<file path="src/rtl/fx_pkg.sv">
// Package: shared types for the float-to-integer converter.
// Assumes: nothing beyond IEEE 1800-2017.
package fx_pkg;

    // Range class of an incoming word, decided from its exponent alone
    typedef enum logic [1:0] {
        CLS_NORMAL = 2'd0,
        CLS_ZERO   = 2'd1,
        CLS_OVF    = 2'd2
    } fx_cls_e;

    // Rounding mode as driven on the mode input
    typedef enum logic {
        RND_TOWARD_ZERO = 1'b0,
        RND_HALF_UP     = 1'b1
    } fx_rnd_e;

endpackage

</file>
<file path="src/rtl/fx_unpack.sv">
// Module: fx_unpack
// Splits a floating word into its true exponent and signed fraction,
// and classifies the word as in range, too small, or too large.
// Assumes: negative words are the two's complement of the whole word,
// so the exponent field of a negative word is stored complemented.
module fx_unpack
    import fx_pkg::*;
#(
    parameter int WORD_W = 36,
    parameter int EXP_W  = 8
) (
    input  logic [WORD_W-1:0]   word,
    output logic [EXP_W-1:0]    exp_u,
    output logic [WORD_W-EXP_W-1:0] mant,
    output fx_cls_e             cls
);
    localparam int FRAC_W = WORD_W - 1 - EXP_W;
    localparam int BIAS   = 1 << (EXP_W - 1);
    localparam logic [EXP_W:0] ZERO_LIM = (EXP_W+1)'(BIAS);
    localparam logic [EXP_W:0] OVF_LIM  = (EXP_W+1)'(BIAS + WORD_W);

    logic sgn;

    // Recover the exponent, undoing the complement a negative word carries
    always_comb begin
        sgn   = word[WORD_W-1];
        exp_u = sgn ? ~word[WORD_W-2 -: EXP_W] : word[WORD_W-2 -: EXP_W];
        mant  = {sgn, word[FRAC_W-1:0]};
    end

    // Classify by where the binary point lands relative to the word
    always_comb begin
        if ({1'b0, exp_u} >= OVF_LIM)
            cls = CLS_OVF;
        else if ({1'b0, exp_u} < ZERO_LIM)
            cls = CLS_ZERO;
        else
            cls = CLS_NORMAL;
    end

endmodule

</file>
<file path="src/rtl/fx_align.sv">
// Module: fx_align
// Positions the signed fraction so the integer bits fill one field and
// the bits below the binary point fill another. A log-depth left shifter
// is used, one generated stage per bit of the shift amount.
// Assumes: the caller only trusts the outputs for in-range exponents
// (bias <= exp < bias + WORD_W); other exponents give don't-care values.
module fx_align #(
    parameter int WORD_W = 36,
    parameter int EXP_W  = 8
) (
    input  logic [EXP_W-1:0]            exp_u,
    input  logic [WORD_W-EXP_W-1:0]     mant,
    output logic [WORD_W-1:0]           int_part,
    output logic [WORD_W-EXP_W-2:0]     frac_part
);
    localparam int FRAC_W = WORD_W - 1 - EXP_W;
    localparam int BIAS   = 1 << (EXP_W - 1);
    localparam int SH_W   = $clog2(WORD_W);
    localparam int PW     = FRAC_W + 1 + WORD_W;

    logic [EXP_W-1:0] rel;
    logic [SH_W-1:0]  sh;
    logic [PW-1:0]    stg [SH_W+1];

    // Shift distance is the exponent above the bias
    always_comb begin
        rel = exp_u - EXP_W'(BIAS);
        sh  = rel[SH_W-1:0];
    end

    // Sign-extend the fraction into the wide working field
    assign stg[0] = {{(PW-FRAC_W-1){mant[FRAC_W]}}, mant};

    genvar k;
    generate
        for (k = 0; k < SH_W; k++) begin : g_stage
            // Each stage shifts by a power of two when its bit is set
            assign stg[k+1] = sh[k] ? (stg[k] << (1 << k)) : stg[k];
        end
    endgenerate

    // Split at the binary point: integer above, fraction below
    always_comb begin
        int_part  = stg[SH_W][FRAC_W +: WORD_W];
        frac_part = stg[SH_W][FRAC_W-1:0];
    end

endmodule

</file>
<file path="src/rtl/fx_round.sv">
// Module: fx_round
// Applies either rounding mode by adding a single constant to the bits
// below the binary point; the carry out increments the integer part.
// Assumes: int_part is floor of the value (arithmetic shift semantics).
module fx_round
    import fx_pkg::*;
#(
    parameter int WORD_W = 36,
    parameter int FRAC_W = 27
) (
    input  logic [WORD_W-1:0] int_part,
    input  logic [FRAC_W-1:0] frac_part,
    input  logic              neg,
    input  fx_rnd_e           mode,
    output logic [WORD_W-1:0] result
);
    localparam logic [FRAC_W-1:0] HALF = FRAC_W'(1) << (FRAC_W - 1);

    logic [FRAC_W-1:0] rc;
    logic [FRAC_W:0]   sum;

    // Pick the constant: one-half, or all ones for negatives, else zero
    always_comb begin
        if (mode == RND_HALF_UP)
            rc = HALF;
        else if (neg)
            rc = '1;
        else
            rc = '0;
    end

    // Add constant to the fraction and fold the carry into the integer
    always_comb begin
        sum    = {1'b0, frac_part} + {1'b0, rc};
        result = int_part + {{(WORD_W-1){1'b0}}, sum[FRAC_W]};
    end

endmodule

</file>
<file path="src/rtl/fx_float_to_int.sv">
// Module: fx_float_to_int (top)
// Converts one floating word per strobe into a registered integer with a
// result strobe and an overflow flag. On overflow the integer register is
// left untouched.
// Assumes: synchronous active-low reset; one result per input, latency 1.
module fx_float_to_int
    import fx_pkg::*;
#(
    parameter int WORD_W = 36,
    parameter int EXP_W  = 8
) (
    input  logic              clk,
    input  logic              rst_n,
    input  logic              in_valid,
    input  logic [WORD_W-1:0] in_word,
    input  logic              in_round,
    output logic              out_valid,
    output logic [WORD_W-1:0] out_int,
    output logic              out_ovf
);
    localparam int FRAC_W = WORD_W - 1 - EXP_W;

    logic [EXP_W-1:0]  exp_u;
    logic [FRAC_W:0]   mant;
    fx_cls_e           cls;
    logic [WORD_W-1:0] aln_int;
    logic [FRAC_W-1:0] aln_frac;
    logic [WORD_W-1:0] rnd_int;
    fx_rnd_e           mode;

    assign mode = fx_rnd_e'(in_round);

    fx_unpack #(.WORD_W(WORD_W), .EXP_W(EXP_W)) u_unpack (
        .word  (in_word),
        .exp_u (exp_u),
        .mant  (mant),
        .cls   (cls)
    );

    fx_align #(.WORD_W(WORD_W), .EXP_W(EXP_W)) u_align (
        .exp_u     (exp_u),
        .mant      (mant),
        .int_part  (aln_int),
        .frac_part (aln_frac)
    );

    fx_round #(.WORD_W(WORD_W), .FRAC_W(FRAC_W)) u_round (
        .int_part  (aln_int),
        .frac_part (aln_frac),
        .neg       (mant[FRAC_W]),
        .mode      (mode),
        .result    (rnd_int)
    );

    // Result register: strobe, flag, and integer held across overflow
    always_ff @(posedge clk) begin
        if (!rst_n) begin
            out_valid <= 1'b0;
            out_ovf   <= 1'b0;
            out_int   <= '0;
        end else begin
            out_valid <= in_valid;
            out_ovf   <= in_valid && (cls == CLS_OVF);
            if (in_valid && (cls != CLS_OVF))
                out_int <= (cls == CLS_ZERO) ? '0 : rnd_int;
        end
    end

    // a strobe in produces a strobe out one cycle later
    p_valid_follows_r2: assert property (@(posedge clk) disable iff (!rst_n)
        in_valid |=> out_valid);

    // no strobe in, no strobe out
    p_valid_quiet_r2: assert property (@(posedge clk) disable iff (!rst_n)
        !in_valid |=> !out_valid);

    // the flag only accompanies a result strobe
    p_ovf_with_valid_r4: assert property (@(posedge clk) disable iff (!rst_n)
        out_ovf |-> out_valid);

    // on overflow the integer keeps its earlier contents
    p_no_overwrite_r3: assert property (@(posedge clk) disable iff (!rst_n)
        out_ovf |-> (out_int == $past(out_int)));

    // exponents below the bias give zero
    p_small_is_zero_r5: assert property (@(posedge clk) disable iff (!rst_n)
        (in_valid && cls == CLS_ZERO) |=> (out_int == '0) && !out_ovf);

    // positive words in toward-zero mode are never incremented
    p_pos_drop_r6: assert property (@(posedge clk) disable iff (!rst_n)
        (in_valid && !in_round && !mant[FRAC_W]) |-> (rnd_int == aln_int));

    // below one-half, half-up mode leaves the integer part alone
    p_below_half_r8: assert property (@(posedge clk) disable iff (!rst_n)
        (in_valid && in_round && !aln_frac[FRAC_W-1]) |-> (rnd_int == aln_int));

endmodule

</file>
<file path="config.mk">
export PLATFORM = sky130hd
export DESIGN_NAME = fx_float_to_int
export DESIGN_NICKNAME = d
export VERILOG_FILES = /design/src/rtl/fx_pkg.sv /design/src/rtl/fx_unpack.sv /design/src/rtl/fx_align.sv /design/src/rtl/fx_round.sv /design/src/rtl/fx_float_to_int.sv
export SDC_FILE = /design/constraint.sdc
export NUM_CORES = 1
export LEC_CHECK = 0
export BUFFER_PORTS_ARGS = -buffer_cell sky130_fd_sc_hd__buf_2
export CORE_AREA = 2 2 138 140
export CTS_CLUSTER_SIZE = 12
export DETAILED_ROUTE_END_ITERATION = 10
export DIE_AREA = 0 0 140 142
export GPL_TIMING_DRIVEN = 1
export PLACE_DENSITY = 0.6
export SLEW_MARGIN = 20
export SYNTH_ARGS = -nofsm -noshare
export SYNTH_HDL_FRONTEND = slang
export SYNTH_HIERARCHICAL = 1
export SYNTH_SLANG_ARGS = --single-unit
</file>
<file path="constraint.sdc">
create_clock -name clk -period 5.83 [get_ports clk]
set_clock_uncertainty 0.1 [all_clocks]
set_input_delay 0.8745 -clock clk [delete_from_list [all_inputs] [get_ports clk]]
set_output_delay 0.8745 -clock clk [all_outputs]
set_load 0.005 [all_outputs]
</file>
Word level (Yosys, flattened, before mapping). Cells that the tools add are included.

$add $sub $neg: 3. $lt $le $gt $ge: 2. Eq/ne operators: 3. Multiplexer cells: 12. Bitwise gates (word level): 1. Reduce and logical (&&, ||, !) cells: 2.

Operators by type and width (number): 63-bit 2-to-1 mux (1); 58-bit 2-to-1 mux (1); 27-bit 2-to-1 mux (2); 42-bit 2-to-1 mux (1); 36-bit by 1-bit adder with 36-bit output (1); 36-bit 2-to-1 mux (1); 34-bit 2-to-1 mux (1); 30-bit 2-to-1 mux (1); 27-bit by 27-bit adder with 28-bit output (1); 28-bit 2-to-1 mux (1); 8-bit greater-or-equal comparator, second input constant (1); 8-bit < comparator, second input constant (1); 8-bit 2-to-1 mux (1); 8-bit NOT (1); 6-bit by 1-bit subtractor with 6-bit output, second input constant (1); 2-bit by 1-bit == test with 1-bit output, second input constant (1); 2-bit == test, second input constant (1); 1-bit logical AND (2); 2-bit 2-to-1 mux (1); 2-bit inequality test, second input constant (1); 1-bit 2-to-1 mux (1).

Bits in registers: 38.

Longest topological paths before layout. Gate-level depths: netlist (run 1).

Word-level depth: 12. Mapped depth: 26. Mapped depth without buffers: 22.

By module. Netlist (run 1), hierarchy kept.

Modules (own cells, without submodules): fx_align (instances 1, cells each 358, area each 2766.4 µm², sequential area each 0.0 µm²); fx_float_to_int (instances 1, cells each 170, area each 1514.0 µm², sequential area each 760.7 µm²); fx_round (instances 1, cells each 163, area each 1154.9 µm², sequential area each 0.0 µm²); fx_unpack (instances 1, cells each 41, area each 317.8 µm², sequential area each 0.0 µm²).

Least setup slack after synthesis (run 1). Ideal clock, no wire load.

Kind: input to register. Start point: input port in_word[35]. End point: register out_int[20]. Library setup time: 75 ps. Arrival time: 5095 ps. Required time: 5655 ps. Setup slack: 561 ps. Stages on the path: 21. Path through: buf_6 xor2_1 buf_6 mux4_2 a222oi_1 a211oi_1 or4b_1 o21ai_0 nand4_1 o211ai_1 a2111oi_0 o21ai_0 ha_1 ha_1 nand2_1 nor2_1 nand4_1 or2_1 xnor2_1 nand3_1 o22ai_1.

Word-level cells in the longest chain between the ends: 11. Elaborated cells between the ends (all ways): 20.

RTL lines: start, declared (line fx_float_to_int.sv:15) `input logic [WORD_W-1:0] in_word,`; 8-bit 2-to-1 mux (*) (line fx_unpack.sv:27) `exp_u = sgn ? ~word[WORD_W-2 -: EXP_W] : word[WORD_W-2 -: EXP_W];`; via exp_u[0] (line fx_float_to_int.sv:23) `logic [EXP_W-1:0] exp_u;`; 6-bit by 1-bit subtractor with 6-bit output (*) (line fx_align.sv:27) `rel = exp_u - EXP_W'(BIAS);`; 28-bit 2-to-1 mux (line fx_align.sv:38) `assign stg[k+1] = sh[k] ? (stg[k] << (1 << k)) : stg[k];`; 30-bit 2-to-1 mux (line fx_align.sv:38); 34-bit 2-to-1 mux (line fx_align.sv:38); 42-bit 2-to-1 mux (line fx_align.sv:38); 58-bit 2-to-1 mux (line fx_align.sv:38); 63-bit 2-to-1 mux (*) (line fx_align.sv:38); via aln_frac[8] (line fx_float_to_int.sv:27) `logic [FRAC_W-1:0] aln_frac;`; 27-bit by 27-bit adder with 28-bit output (*) (line fx_round.sv:34) `sum = {1'b0, frac_part} + {1'b0, rc};`; 36-bit by 1-bit adder with 36-bit output (*) (line fx_round.sv:35) `result = int_part + {{(WORD_W-1){1'b0}}, sum[FRAC_W]};`; via rnd_int[20] (line fx_float_to_int.sv:28) `logic [WORD_W-1:0] rnd_int;`; 36-bit 2-to-1 mux (*) (line fx_float_to_int.sv:65) `out_int <= (cls == CLS_ZERO) ? '0 : rnd_int;`; end signal, assigned (line fx_float_to_int.sv:65); end, declared (line fx_float_to_int.sv:18) `output logic [WORD_W-1:0] out_int,`.

The timed path passes the listed nets; every way through them passes the cells marked *. A chain may end at the register's enable or synchronous reset.

Worst setup path after layout (run 1). Ends and elaborated chain as after synthesis.

==> impl_metrics.ini, run 1 <==
[pwr]
static-leakage-power_nw = 2.593
power.density_nw_per_um2 = 211.7
irDropWorstVdd_uv = 126.8

[grt]
grt_antenna_before_repair = 0
grt_overflow_total = 0
pin_count_of_the_biggest_net_entering_global_routing = 73
grt.total_usage = 0.1789
first_global_vias = 5193
grt_pass1_wl_um = 28870

[clocking]
clkTransAtPathRegs_ps = 60
clk_latency_ps = 270
cts_tree = done
clock-sinks = 38
clock-root-buffer = clkbuf_16
htree_levels = 2
post_cts_buffers = 0
cts_buffer_depth = 2
cts_hold_buffers = 0
cts_inserted_buffers = 5

[drt]
drt_iter0_drc = 557
post_drt_wl_per_cell_um = 18.25
vias_per_cell = 5.731
route.final.wire_length_um = 18230
remaining_drc_errors = 6
vias_after_detailed_routing = 5725
first_pass_iters = 8
final_antenna_violating_net_count = 0

[setup_path]
cp_data_arrival_time_ps = 5590
timing.critical_path.buf_inv = 2
critical-path-max-stage-delay_ps = 630
crit_slowest_cell = mux4_1
critPathTopFamily = simple AND/OR/NAND/NOR gates
critPathLaunchType = input port
crit_chain = buf_2, xor2_4, buf_12, mux4_1, mux2i_2, mux2_2, nor2_1, or4b_1, o21ai_0, nand4_1, o211ai_1, a2111oi_0, o21ai_0, ha_1, ha_1, nand2_1, nor2_1, nand4_1, or2_1, xnor2_1, nand3_1, o22ai_1
end_kind = register
worstPathRequired_ps = 5930
critical_path_class = input port to register
crit_fanout = 27

[logic_synthesis]
netlist_area_um2 = 5749
synthesized_netlist_cell_count = 731
postSynthNetCount = 786
post_synth.cell_area_avg_um2 = 7.865
yosysWarnings = 6

[run_status]
status = finished with violations
failed_checks = DRC

[placement]
port-buffer-count = 77
dp.final_hpwl_um = 13830
placedCellCount = 991
place_ws_ps = 80.27
gp_congestion = 0.9818

[cells_and_area]
post-route-util = 0.3498
antennaDiodeCount = 0
fill_count = 1974
share_of_cells_above_drive_strength_1 = 0.2392
final_nets = 819
final-instance-count-excl-fill = 999
area.growth.synth_to_final_pct = 12.30

[floorplan]
dieWidth_um = 140
core.rowCount = 50
start_util = 0.3115
core-area_um2 = 18460
dieHeight_um = 142
die_area_um2 = 19880
boundaryPins = 78

[sta]
worst_pin_slew_ps = 730.8
timing_max_transition_violations_final = 0
setup_total_negative_slack_ps = 0
setup_viol = 0
holdWs_ps = 361.1
layout_worst_path_cycle_share = 0.9413
fmax_ghz = 0.1822
timing.final.hold_violations = 0
grt_setup_unrepaired = false
worst_slew_margin_rel = 0.5076
final.min_clock_period_ps = 5488
post-route-worst-setup-slack_ps = 342.4

[job]
drv.max_cap_violation_count = 0

[worst_hold_path]
worst_hold_path_type = register to register
[metrics by stage]
stage / cell area, um2 / total power, mW
floorplan: 5749 / 0.8623
detailed placement: 6305 / 1.087
global placement: 6305 / 1.089
global route: 6456 / 1.447
CTS: 6452 / 1.358
finish: 6456 / 1.367
[report_power, final]
group	total (mW)	internal, mW	switching, mW
clock network	0.266	0.169	0.0969
registers	0.294	0.283	0.0104
logic	0.807	0.319	0.488
total	1.37	0.772	0.595
[layout by cell type, fill, tap and decap left out, types with 10 or more instances in the layout]
cell type,n
mux4_2,11
mux2_2,19
o22ai_1,30
nand2_1,97
o22ai_2,10
buf_2,77
xnor2_1,27
ha_1,15
and2_1,10
mux2i_1,27
a21oi_1,23
o21ai_0,31
buf_4,33
nand3_1,57
nor2_1,61
and3_1,10
dfxtp_1,38
mux4_1,19
a211oi_1,17
o211ai_1,14
[final timing paths]
kind | from | to | slack, ps | cells past startpoint
worst max-delay path | in_word[35] | out_int[20] | 340 | 22
worst min-delay path | out_int[27] | out_int[27] | 360 | 2
worst max register to register | out_int[14] | out_int[14] | 5110 | 2
worst min register to register | out_int[27] | out_int[27] | 360 | 2
[worst reg2reg max path: cells and delay by family, from the launching register on]
kind	cells	cell delay, ps
DFF	1	330
AOI/OAI and AO/OA	1	160
and+or+nand+nor	1	50
[sequential cells by signal (all words and copies together), names as in the netlist]
register	count
out_int	36
out_ovf	1
out_valid	1
[timing repair]
| item | in CTS | in global routing |
|---|---|---|
| setup endpoints to repair | 0 | 2 |
| endpoints found under the hold margin | 0 | 0 |
| gates resized for setup | 0 | 1 |
[layout make-up]
cell class / instances / area (um2) / share of cell area
clock buffer: 7 / 142.6 / 0.02209
clock inverter: 1 / 5.005 / 0.0007752
tap: 234 / 292.8 / 0.04535
multi-input combinational: 595 / 4521 / 0.7002
timing repair buffer: 113 / 693.2 / 0.1074
inverter: 11 / 41.29 / 0.006395
sequential: 38 / 760.7 / 0.1178
[layer usage]
metal  vias up  part of all wire  global-route usage
met5         -                 0                   0
met4         0             0.019             0.04466
met3        28             0.076             0.02153
met2       244              0.45              0.2826
met1      2681              0.46              0.2602
li1       2772                 -                   -
Note: power is estimated with default switching activity, not from simulation.
==> inputs of run 2 (changes only) <==
Settings changed: CORE_AREA 2 2 138 140 to 2 2 171 173, DIE_AREA 0 0 140 142 to 0 0 173 175, PLACE_DENSITY 0.6 to 0.59, SYNTH_HIERARCHICAL 1 to unset.
==> run 2 against run 1 <==
Effect of this change:
- core utilization up 5.3 points
- final cell count up 86%
- sequential power down 5%
- fmax down 2.3%
- largest power group unchanged
- clock-buffer cell count down 1
- routed wire length rose to 2.7 times the previous value
- cell area up 77%
- the run now ends clean
- critical path depth up 1
- die area up 52%
- global-route usage up 13 points
- register-to-register slack worse by 200 ps
- area after synthesis up 57%
==> impl_metrics.ini, run 2 <==
[logic_synthesis]
post_synth_edffs = 0
synth-seq-area-share = 0.08437
synth_async_sr_flop_share = 0
post_synth.cell_area_avg_um2 = 7.116
yosys.cell_count.top_type = nor2_1
yosysWarnings = 0
postSynthRegisterBits = 38
yosys_most_used_dff = dfxtp_1
synthDominantCellAreaShare = 0.08437
netlist_area_um2 = 9016
synthesized_netlist_cell_count = 1267
synth_area_leader_cell = dfxtp_1
synthTopCellsByArea = dfxtp_1 8.4%, mux2i_1 5.9%, nor2_1 5.1%, nand2_1 4.2%, ha_1 3.9%
postSynthNetCount = 1335
yosys.cell_types.count = 107
ys_top_cells_by_count = 122 x nor2_1, 100 x nand2_1, 68 x a21oi_1, 68 x o21ai_0, 53 x mux2i_1

[drt]
route.final.wire_length_um = 48460
remaining_drc_errors = 0
wirelength_met1_um = 20760
vias_per_cell = 6.316
final_antenna_violating_net_count = 0
dr_wl_met2_um = 20070
drt_iter0_drc = 1464
topRoutingLayerUsed = met4
first_pass_iters = 7
vias_after_detailed_routing = 11770
post_drt_wl_per_cell_um = 26.01
met3RoutedLength_um = 6158

[cells_and_area]
antennaDiodeCount = 0
share_of_cells_above_drive_strength_1 = 0.2874
post-route-util = 0.4025
area.growth.synth_to_final_pct = 26.74
final_nets = 1546
largest_registers = out_int x36, out_ovf x1, out_valid x1
layout.cell_area.non_filler_um2 = 11430
mostFrequentLayoutCell = buf_4
final-instance-count-excl-fill = 1863
registers.top_by_ff_count = out_int
largest_reg_flops = 36
most-common-layout-cells = 248 x buf_4, 121 x nor2_1, 100 x nand2_1

[pwr]
sequentialPowerShare = 0.156
power.share.switching = 0.4596
cellInternalPower_mw = 0.9658
static-leakage-power_nw = 4.685
finalPower_mw = 1.787
power.density_nw_per_um2 = 156.4
power.switching_mw = 0.8213
comb_power_share = 0.638
irDropWorstVdd_uv = 134.2
pwr-share-clk = 0.206

[setup_path]
regToRegSetupSlack_ps = 4910
crit_slowest_cell = mux4_2
worstPathRequired_ps = 5910
reg2reg_from = out_int[28]
critPathLaunchType = input port
timing.reg2reg.worst_path_depth = 3
critical_path_class = input port to register
critPathTopFamily = compound AO/OA/AOI/OAI gates
critical-path-max-stage-delay_ps = 460
worstReg2RegEnd = out_int[28]
crit_fanout = 18
end_kind = register
crit_chain = buf_4, buf_12, buf_12, nor2b_1, mux4_2, a211oi_1, a31o_2, mux2i_2, a211oi_1, buf_4, ha_1, nand3_1, nor3_1, a2111oi_0, o2111ai_1, o21a_1, ha_1, o2111ai_1, nor4_4, nand4_4, nor2_1, nand3_1, a32o_1
cp_data_arrival_time_ps = 5690
timing.critical_path.buf_inv = 4

[floorplan]
boundaryPins = 78
core-area_um2 = 28390
start_util = 0.3176
die_area_um2 = 30280
core.rowCount = 62
dieHeight_um = 175
dieWidth_um = 173

[clocking]
htree_levels = 2
cts_tree = done
post_cts_buffers = 0
clk_latency_ps = 280
clock-sinks = 38
clock-root-buffer = clkbuf_16
cts_inserted_buffers = 5
clkTransAtPathRegs_ps = 60
cts_buffer_depth = 2
cts_hold_buffers = 0

[worst_hold_path]
hold_path_origin = out_int[15]
worst_hold_path_type = register to register
hold_end = out_int[15]
timing.hold.worst_path_depth = 2

[grt]
pin_count_of_the_biggest_net_entering_global_routing = 30
grt.total_usage = 0.3101
grt_pass1_wl_um = 71750
grt_antenna_before_repair = 0
grt_overflow_total = 0
first_global_vias = 10900

[sta]
worst_pin_slew_ps = 1044
setup_viol = 0
layout_worst_path_cycle_share = 0.9635
worst_slew_margin_rel = 0.3040
fmax_ghz = 0.1780
post-route-worst-setup-slack_ps = 212.7
final.min_clock_period_ps = 5617
grt_setup_unrepaired = false
timing.final.hold_violations = 0
holdWs_ps = 340.7
setup_total_negative_slack_ps = 0
timing_max_transition_violations_final = 0

[job]
drv.max_cap_violation_count = 0

[placement]
dp.final_hpwl_um = 38800
gp_congestion = 1.061
port-buffer-count = 77
placedCellCount = 1855
placedInstanceArea_um2 = 11150
place_ws_ps = -207.0

[run_status]
status = complete, no violations
## run 2: kinds of logic after synthesis
family | count (synthesis) | synth area share
compound gates | 473 | 0.3807
xor+xnor | 29 | 0.03233
fa+ha+maj | 28 | 0.03886
buf+inv | 145 | 0.1001
flops | 38 | 0.08437
mux | 64 | 0.07633
simple gates | 490 | 0.2874
## run 2: power groups by stage
| stage | logic (mW) | registers (mW) | clock network (mW) |
|---|---|---|---|
| floorplan | 0.605 | 0.286 | 0 |
| global placement | 1.09 | 0.284 | 0 |
| detailed placement | 1.09 | 0.285 | 0 |
| CTS | 1.09 | 0.279 | 0.374 |
| global route | 1.20 | 0.280 | 0.381 |
| finish | 1.14 | 0.279 | 0.368 |
## run 2: what timing repair did
action,in CTS,in global routing
endpoints found under the setup margin,0,27
hold endpoints to repair,0,0
gates resized for setup,0,17
## run 2: worst reg2reg max path, stage by stage (launching register included)
cell and delay [ps]:
dfxtp_1 310, a22o_1 200, a21oi_1 110, nand3_1 90
## run 2: per-layer routing
layer	vias up	GRT usage
met4	0	0.08333
met5	-	0
li1	5326	-
met1	5644	0.4296
met3	90	0.1068
met2	706	0.4543
## run 2: worst max-delay path by stage
| stage | startpoint | endpoint | slack [ps] | cells past startpoint |
|---|---|---|---|---|
| 2_1_floorplan | in_word[35] | out_int[20] | 140 | 23 |
| 3_3_place_gp | in_word[29] | out_int[24] | -160 | 23 |
| 3_5_place_dp | in_word[29] | out_int[22] | -210 | 23 |
| 4_1_cts | in_word[29] | out_int[22] | 40 | 23 |
| 5_1_grt | in_word[28] | out_int[29] | 1 | 22 |
| 6_report | in_word[28] | out_int[29] | 210 | 23 |
## run 2: area by class of cell
class	count	area (um2)
Clock buffer	6	138.9
Clock inverter	2	60.06
Fill cell	3036	16970
Inverter	14	52.55
Multi-Input combinational cell	1084	7451
Sequential cell	38	760.7
Tap cell	384	480.5
Timing Repair Buffer	335	2484
